$ cat config.mk
export PLATFORM = sky130hd
export DESIGN_NAME = sdm_diag_monitor
export DESIGN_NICKNAME = d
export VERILOG_FILES = /design/src/rtl/sdm_diag_pkg.sv /design/src/rtl/sdm_run_detector.sv /design/src/rtl/sdm_cal_window.sv /design/src/rtl/sdm_lead_classifier.sv /design/src/rtl/sdm_err_regs.sv /design/src/rtl/sdm_diag_monitor.sv
export SDC_FILE = /design/constraint.sdc
export NUM_CORES = 1
export LEC_CHECK = 0
export ABC_AREA = 1
export BUFFER_PORTS_ARGS = -buffer_cell sky130_fd_sc_hd__buf_2
export CAP_MARGIN = 20
export CORE_ASPECT_RATIO = 1.1
export CORE_MARGIN = 2
export CORE_UTILIZATION = 53
export CTS_CLUSTER_DIAMETER = 30
export DETAILED_ROUTE_END_ITERATION = 16
export PLACE_DENSITY = 0.81
export SYNTH_ARGS = -nofsm -noshare
export SYNTH_HDL_FRONTEND = slang
export SYNTH_SLANG_ARGS = --single-unit
$ cat constraint.sdc
create_clock -name clk -period 2.3 [get_ports clk]
set_clock_uncertainty 0.05 [all_clocks]
set_input_delay 0.46 -clock clk [delete_from_list [all_inputs] [get_ports clk]]
set_output_delay 0.46 -clock clk [all_outputs]
set_load 0.01 [all_outputs]
$ cat src/rtl/sdm_diag_pkg.sv
`timescale 1ns/1ps
package sdm_diag_pkg;
   localparam int NUM_FLAGS = 5;
   localparam int FLG_SAT   = 0;
   localparam int FLG_CAL   = 1;
   localparam int FLG_OVF   = 2;
   localparam int FLG_OPEN  = 3;
   localparam int FLG_SHORT = 4;

   typedef logic [NUM_FLAGS-1:0] flag_vec_t;

   localparam logic [1:0] ADDR_ERR    = 2'd0;
   localparam logic [1:0] ADDR_MASK   = 2'd1;
   localparam logic [1:0] ADDR_MARGIN = 2'd2;
endpackage

$ cat src/rtl/sdm_run_detector.sv
`timescale 1ns/1ps
module sdm_run_detector #(
   parameter int RUN_LEN = 20
) (
   input  logic clk,
   input  logic rst_n,
   input  logic bit_in,
   input  logic bit_vld,
   output logic sat_evt
);
   localparam int CW = $clog2(RUN_LEN + 1);
   localparam logic [CW-1:0] LIMIT = CW'(RUN_LEN);
   localparam logic [CW-1:0] ONE   = CW'(1);

   generate
      if (RUN_LEN < 2) begin : g_bad_len
         $error("sdm_run_detector: RUN_LEN must be at least 2");
      end
   endgenerate

   logic [CW-1:0] cnt_q, cnt_d;
   logic          prev_q;
   logic          have_q;

   always_comb begin
      cnt_d = cnt_q;
      if (bit_vld) begin
         if (have_q && (bit_in == prev_q)) begin
            cnt_d = (cnt_q == LIMIT) ? cnt_q : cnt_q + ONE;
         end else begin
            cnt_d = ONE;
         end
      end
   end

   always_ff @(posedge clk or negedge rst_n) begin
      if (!rst_n) begin
         cnt_q  <= '0;
         prev_q <= 1'b0;
         have_q <= 1'b0;
      end else if (bit_vld) begin
         cnt_q  <= cnt_d;
         prev_q <= bit_in;
         have_q <= 1'b1;
      end
   end

   assign sat_evt = bit_vld && (cnt_d == LIMIT);
endmodule

$ cat src/rtl/sdm_cal_window.sv
`timescale 1ns/1ps
module sdm_cal_window #(
   parameter int              W  = 24,
   parameter logic [W-1:0]    LO = 24'h07FFFF,
   parameter logic [W-1:0]    HI = 24'hF80000
) (
   input  logic         done,
   input  logic [W-1:0] coef,
   output logic         range_evt
);
   logic below, above;

   generate
      if (LO > HI) begin : g_bad_win
         $error("sdm_cal_window: LO exceeds HI");
      end
      if (LO == '0) begin : g_no_lo
         assign below = 1'b0;
      end else begin : g_lo
         assign below = (coef < LO);
      end
      if (HI == '1) begin : g_no_hi
         assign above = 1'b0;
      end else begin : g_hi
         assign above = (coef > HI);
      end
   endgenerate

   assign range_evt = done && (below || above);
endmodule

$ cat src/rtl/sdm_lead_classifier.sv
`timescale 1ns/1ps
module sdm_lead_classifier #(
   parameter int W = 24
) (
   input  logic         res_vld,
   input  logic         test_en,
   input  logic [W-1:0] res,
   input  logic [W-1:0] margin,
   output logic         open_evt,
   output logic         short_evt
);
   localparam logic [W:0] TOP = {1'b0, {W{1'b1}}};

   logic [W:0] reach;
   logic       qual;

   assign qual      = res_vld && test_en;
   assign reach     = {1'b0, res} + {1'b0, margin};
   assign open_evt  = qual && (reach >= TOP);
   assign short_evt = qual && (res == '0);
endmodule

$ cat src/rtl/sdm_err_regs.sv
`timescale 1ns/1ps
module sdm_err_regs
   import sdm_diag_pkg::*;
(
   input  logic      clk,
   input  logic      rst_n,
   input  flag_vec_t evt,
   input  flag_vec_t clr,
   input  logic      mask_wr,
   input  flag_vec_t mask_d,
   output flag_vec_t err_q,
   output flag_vec_t mask_q,
   output logic      err_any
);
   generate
      for (genvar i = 0; i < NUM_FLAGS; i++) begin : g_flag
         always_ff @(posedge clk or negedge rst_n) begin
            if (!rst_n) begin
               err_q[i] <= 1'b0;
            end else begin
               err_q[i] <= (err_q[i] && !clr[i]) || evt[i];
            end
         end
      end
   endgenerate

   always_ff @(posedge clk or negedge rst_n) begin
      if (!rst_n) begin
         mask_q <= '0;
      end else if (mask_wr) begin
         mask_q <= mask_d;
      end
   end

   assign err_any = |(err_q & ~mask_q);
endmodule

$ cat src/rtl/sdm_diag_monitor.sv
`timescale 1ns/1ps
module sdm_diag_monitor
   import sdm_diag_pkg::*;
#(
   parameter int                 DATA_W     = 24,
   parameter int                 RUN_LEN    = 20,
   parameter logic [DATA_W-1:0]  CAL_LO     = 24'h07FFFF,
   parameter logic [DATA_W-1:0]  CAL_HI     = 24'hF80000,
   parameter logic [DATA_W-1:0]  MARGIN_DEF = 24'd16
) (
   input  logic              clk,
   input  logic              rst_n,
   input  logic              mod_bit,
   input  logic              mod_vld,
   input  logic              cal_done,
   input  logic [DATA_W-1:0] cal_coef,
   input  logic              fs_cal_active,
   input  logic              filt_ovf,
   input  logic              res_vld,
   input  logic [DATA_W-1:0] res_data,
   input  logic              lead_test_en,
   input  logic              reg_wr,
   input  logic [1:0]        reg_addr,
   input  logic [DATA_W-1:0] reg_wdata,
   output logic [DATA_W-1:0] reg_rdata,
   output logic              err_any
);
   generate
      if (DATA_W < NUM_FLAGS) begin : g_bad_w
         $error("sdm_diag_monitor: DATA_W narrower than the error field");
      end
   endgenerate

   flag_vec_t         evt, clr, err_q, mask_q;
   logic [DATA_W-1:0] margin_q;
   logic              wr_err, wr_mask, wr_margin;

   assign wr_err    = reg_wr && (reg_addr == ADDR_ERR);
   assign wr_mask   = reg_wr && (reg_addr == ADDR_MASK);
   assign wr_margin = reg_wr && (reg_addr == ADDR_MARGIN);
   assign clr       = wr_err ? reg_wdata[NUM_FLAGS-1:0] : '0;

   sdm_run_detector #(.RUN_LEN(RUN_LEN)) i_run (
      .clk     (clk),
      .rst_n   (rst_n),
      .bit_in  (mod_bit),
      .bit_vld (mod_vld),
      .sat_evt (evt[FLG_SAT])
   );

   sdm_cal_window #(.W(DATA_W), .LO(CAL_LO), .HI(CAL_HI)) i_cal (
      .done      (cal_done),
      .coef      (cal_coef),
      .range_evt (evt[FLG_CAL])
   );

   assign evt[FLG_OVF] = fs_cal_active && filt_ovf;

   sdm_lead_classifier #(.W(DATA_W)) i_lead (
      .res_vld   (res_vld),
      .test_en   (lead_test_en),
      .res       (res_data),
      .margin    (margin_q),
      .open_evt  (evt[FLG_OPEN]),
      .short_evt (evt[FLG_SHORT])
   );

   sdm_err_regs i_regs (
      .clk     (clk),
      .rst_n   (rst_n),
      .evt     (evt),
      .clr     (clr),
      .mask_wr (wr_mask),
      .mask_d  (reg_wdata[NUM_FLAGS-1:0]),
      .err_q   (err_q),
      .mask_q  (mask_q),
      .err_any (err_any)
   );

   always_ff @(posedge clk or negedge rst_n) begin
      if (!rst_n) begin
         margin_q <= MARGIN_DEF;
      end else if (wr_margin) begin
         margin_q <= reg_wdata;
      end
   end

   always_comb begin
      reg_rdata = '0;
      case (reg_addr)
         ADDR_ERR:    reg_rdata[NUM_FLAGS-1:0] = err_q;
         ADDR_MASK:   reg_rdata[NUM_FLAGS-1:0] = mask_q;
         ADDR_MARGIN: reg_rdata = margin_q;
         default:     reg_rdata = '0;
      endcase
   end
endmodule

==> flow_summary.rst <==
.. list-table::
   :header-rows: 1

   * - Metric
     - Value
   * - Total number of vias
     - 4473
   * - Total negative slack for setup checks
     - 0 ps
   * - Category of the most critical setup path
     - flop to flop
   * - Final worst path period share
     - 99.6%
   * - Vias/cell
     - 5.41
   * - Syn Nets
     - 730
   * - Total routing resource utilization after global routing
     - between 20 and 30%
   * - Outcome
     - finished, final reports clean
   * - Residual DRC count
     - 0
   * - Via count of the first global-routing pass
     - 4226
   * - Final GP Congestion
     - 0.960
   * - Sequential share of the synthesized area
     - between 20% and 30%
   * - Share of final-layout standard cells stronger than drive strength 1
     - between 20% and 30%
   * - Post-synth top area cell
     - sky130_fd_sc_hd__dfrtp_1
   * - Width of the chip
     - 84.5 µm
   * - Clock tree from TritonCTS
     - yes
   * - Arrival @ worst endpoint
     - around 2500 ps
   * - Number of antenna violations at the first check in global routing
     - 0
   * - Max_slew headroom
     - 70.4%
   * - Clock buffers created by TritonCTS
     - 5
   * - Number of instances in the synthesized netlist
     - between 600 and 700
   * - Worst setup startpoint
     - margin_q[0]
   * - Largest net degree at the start of global routing
     - 43
   * - Area of the die
     - 7820 µm²
   * - Power density cells
     - 626 nW/µm²
   * - Std-Cell Core Area
     - 6970 µm²
   * - Setup repair after global routing missed its margin
     - yes
   * - Global-route wire length before repair
     - 17.8 mm
   * - Pleak
     - 2.71 nW
   * - TritonCTS sink count
     - just over 40
   * - Tmin final
     - 2290 ps
   * - Clock Tree Buf Depth
     - 2
   * - Data required time of the critical path
     - 2490 ps
   * - Synthesized area per cell
     - 6.10 µm²
   * - Final max-slew violation count
     - 0
   * - Achievable Freq
     - roughly 440 MHz
   * - Maximum fanout count along the critical path
     - 4
   * - Hold violation total from the final report
     - 0
   * - IO buf count
     - 108
   * - Yosys warning total
     - 0
   * - Drt first pass iters
     - 5
   * - # Max-Cap Violations
     - 0
   * - Number of diodes
     - 0
   * - Initial core utilization
     - 54.2%
   * - Hold path startpoint
     - filt_ovf
   * - Beginning of the worst register-to-register path
     - margin_q[0]
   * - Sum of net half-perimeters after detailed placement
     - between 9 and 10 mm
   * - Clock input transition at the sequential cells of the worst setup and hold paths
     - 80 ps
   * - Iteration-0 DRC Markers
     - 241
   * - Total of endpoints with negative setup slack in the final report
     - 0
   * - Kind of end point of the critical path
     - flop
   * - H-tree depth
     - 2
   * - Post-synthesis register bit count
     - 41
   * - Area contributors post-synth
     - sky130_fd_sc_hd__dfrtp_1 (26%), sky130_fd_sc_hd__nand2_1 (19%), sky130_fd_sc_hd__inv_1 (11%)
   * - Routed WL
     - 11.0 mm
   * - Net total in the final layout
     - 852
   * - Clock tree root driver cell
     - sky130_fd_sc_hd__clkbuf_8
   * - Clock insertion delay at the later pin of the skew report
     - between 200 and 300 ps
   * - Post-synth design cell area
     - 3780 µm²
   * - DIE HEIGHT
     - 92.6 µm
   * - Maximum resistive drop on vdd
     - between 0.8 and 0.9 mV
   * - Kind of start point of the critical path
     - flop
   * - Number of cells in the finished layout apart from fillers
     - 827
   * - Mean routed wirelength per cell
     - 13.3 µm
   * - Syn-to-layout area delta
     - 24.2%
   * - Total I/O pin count
     - roughly 110
   * - Measured slew at the worst slew-check pin
     - roughly 440 ps
   * - Post-route ant nets
     - 0
   * - Placed Cells incl. Taps
     - 816
   * - Hold Crit Class
     - input pin to flop
   * - Global-route congestion overflow total
     - 0
   * - Netlist cell types
     - 36
   * - Core Rows
     - 32
   * - Area fraction of the dominant cell type after synthesis
     - 26.5%
metrics by stage:
stage	total power, W	cell area, µm²	hold slack (ps)	worst slack, ps	utilization [%]
finish	0.00294	4690	302	9.96	67.4
floorplan	0.00183	3780	114	217	-
CTS	0.00288	4630	302	28.5	66.5
global route	0.00317	4690	308	-182	67.4
detailed placement	0.00227	4490	296	-134	64.5
global placement	0.00222	4490	301	-49.5	64.5
kinds of logic (layout without fill, tap and decap cells):
| logic type | count (synthesis) | after routing | share of synthesized area, % |
|---|---|---|---|
| flip-flops | 41 | 41 | 27.2 |
| adder cells (fa/ha/maj) | 27 | 27 | 9.14 |
| AO/OA/AOI/OAI | 78 | 78 | 11.6 |
| XOR/XNOR | 4 | 4 | 0.927 |
| AND/OR/NAND/NOR | 350 | 350 | 39.3 |
| buffers and inverters | 119 | 242 | 11.8 |
synth_stat cells:
master                     number
sky130_fd_sc_hd__inv_1        111
sky130_fd_sc_hd__nor4_1         8
sky130_fd_sc_hd__inv_2          1
sky130_fd_sc_hd__o221ai_1       1
sky130_fd_sc_hd__o211ai_1       4
sky130_fd_sc_hd__nor2_2         2
sky130_fd_sc_hd__o32ai_1        1
sky130_fd_sc_hd__nor2_1        84
sky130_fd_sc_hd__nor3_2         1
sky130_fd_sc_hd__o21bai_1       1
sky130_fd_sc_hd__dfstp_2        1
sky130_fd_sc_hd__and2_1         1
sky130_fd_sc_hd__xor2_1         3
sky130_fd_sc_hd__a221oi_1       1
sky130_fd_sc_hd__a22o_1         1
sky130_fd_sc_hd__nor3_1         4
sky130_fd_sc_hd__nand2_1      189
sky130_fd_sc_hd__a21oi_2        1
sky130_fd_sc_hd__a31oi_1        1
sky130_fd_sc_hd__clkbuf_1       6
sky130_fd_sc_hd__a21oi_1       39
sky130_fd_sc_hd__or4_1          3
sky130_fd_sc_hd__o41ai_1        1
sky130_fd_sc_hd__xnor2_1        1
sky130_fd_sc_hd__nand3_1       27
sky130_fd_sc_hd__buf_1          1
sky130_fd_sc_hd__o311ai_0       2
sky130_fd_sc_hd__o21ai_0       23
sky130_fd_sc_hd__nand4_1       15
sky130_fd_sc_hd__dfrtp_1       40
sky130_fd_sc_hd__ha_1          26
sky130_fd_sc_hd__fa_1           1
sky130_fd_sc_hd__nand3b_1       9
sky130_fd_sc_hd__o22ai_1        1
sky130_fd_sc_hd__o31ai_1        1
sky130_fd_sc_hd__nand2_2        7
critical path: stages (launching register included):
cell and delay [ps]:
sky130_fd_sc_hd__dfrtp_1 380, sky130_fd_sc_hd__ha_2 200, sky130_fd_sc_hd__inv_1 50, sky130_fd_sc_hd__fa_2 330, sky130_fd_sc_hd__inv_2 90, sky130_fd_sc_hd__nand4_1 120, sky130_fd_sc_hd__nand2_1 160, sky130_fd_sc_hd__nand2_2 80
sky130_fd_sc_hd__nand2_2 110, sky130_fd_sc_hd__nand2_1 80, sky130_fd_sc_hd__nand2_1 60, sky130_fd_sc_hd__nand2_1 40, sky130_fd_sc_hd__nand2_1 50, sky130_fd_sc_hd__nand2_1 50, sky130_fd_sc_hd__nor2_1 90, sky130_fd_sc_hd__nand3_1 90
sky130_fd_sc_hd__nand2_1 80, sky130_fd_sc_hd__nand2_1 60, sky130_fd_sc_hd__nand2_1 50
path summary, 6_finish.rpt:
| kind | end | slack (ps) | depth (start not counted) |
|---|---|---|---|
| setup reg to reg | i_regs.err_q[3] | 10 | 18 |
| min in group asynchronous | margin_q[21] | 500 | 2 |
| hold reg to reg | i_run.have_q | 420 | 2 |
| setup / recovery | i_regs.err_q[3] | 10 | 18 |
| hold / removal | i_regs.err_q[2] | 300 | 3 |
| max in group asynchronous | margin_q[4] | 1120 | 3 |
state kept, by name, summed over array words and instances, names as in the netlist:
| name | flops |
|---|---|
| margin_q | 24 |
| i_regs.mask_q | 5 |
| i_run.prev_q | 1 |
| i_run.have_q | 1 |
| i_regs.err_q | 5 |
| i_run.cnt_q | 5 |
report_power, final:
part | internal, W | switching (W)
clock | 0.000353 | 0.000253
combinational | 0.000538 | 0.000874
sequential | 0.000830 | 0.0000890
layout by cell type, fill, tap and decap left out, types with 3 or more instances in the layout:
cell | netlist | layout
sky130_fd_sc_hd__ha_1 | 26 | 23
sky130_fd_sc_hd__o211ai_1 | 4 | 4
sky130_fd_sc_hd__nor3_1 | 4 | 4
sky130_fd_sc_hd__nor4_1 | 8 | 8
sky130_fd_sc_hd__a21oi_2 | 1 | 4
sky130_fd_sc_hd__nand3b_1 | 9 | 9
sky130_fd_sc_hd__nand2_1 | 189 | 185
sky130_fd_sc_hd__nand3_1 | 27 | 25
sky130_fd_sc_hd__nand4_1 | 15 | 15
sky130_fd_sc_hd__buf_2 | 0 | 108
sky130_fd_sc_hd__buf_4 | 0 | 12
sky130_fd_sc_hd__nor2_1 | 84 | 83
sky130_fd_sc_hd__o21ai_0 | 23 | 23
sky130_fd_sc_hd__inv_1 | 111 | 110
sky130_fd_sc_hd__nor2_2 | 2 | 3
sky130_fd_sc_hd__or4_1 | 3 | 3
sky130_fd_sc_hd__xor2_1 | 3 | 3
sky130_fd_sc_hd__dfrtp_1 | 40 | 40
sky130_fd_sc_hd__a21oi_1 | 39 | 36
sky130_fd_sc_hd__clkbuf_8 | 0 | 6
sky130_fd_sc_hd__nand2_2 | 7 | 11
area by class of cell:
type	count	area, µm²
inverters	112	420
fillers	619	2270
repair buffers	122	661
flip-flops and latches	41	1030
well taps	85	106
clock inverters	2	37.5
multi-input cells	459	2360
clock buffers	6	82.6
routing by layer:
metal | part of all wire [%] | global-route usage [%]
met1 | 40 | 33.5
met3 | 6.5 | 4.19
met5 | 0 | 0
met2 | 51 | 49.3
met4 | 2.2 | 10.3
timing repair:
action                                  CTS  global route
endpoints found under the hold margin    11             0
endpoints found under the setup margin    1             1
pin swaps                                 0             5
resized for setup                         0            15
buffers inserted                          1             1
hold buffers                              1             0
Note: power is estimated with default switching activity, not from simulation.
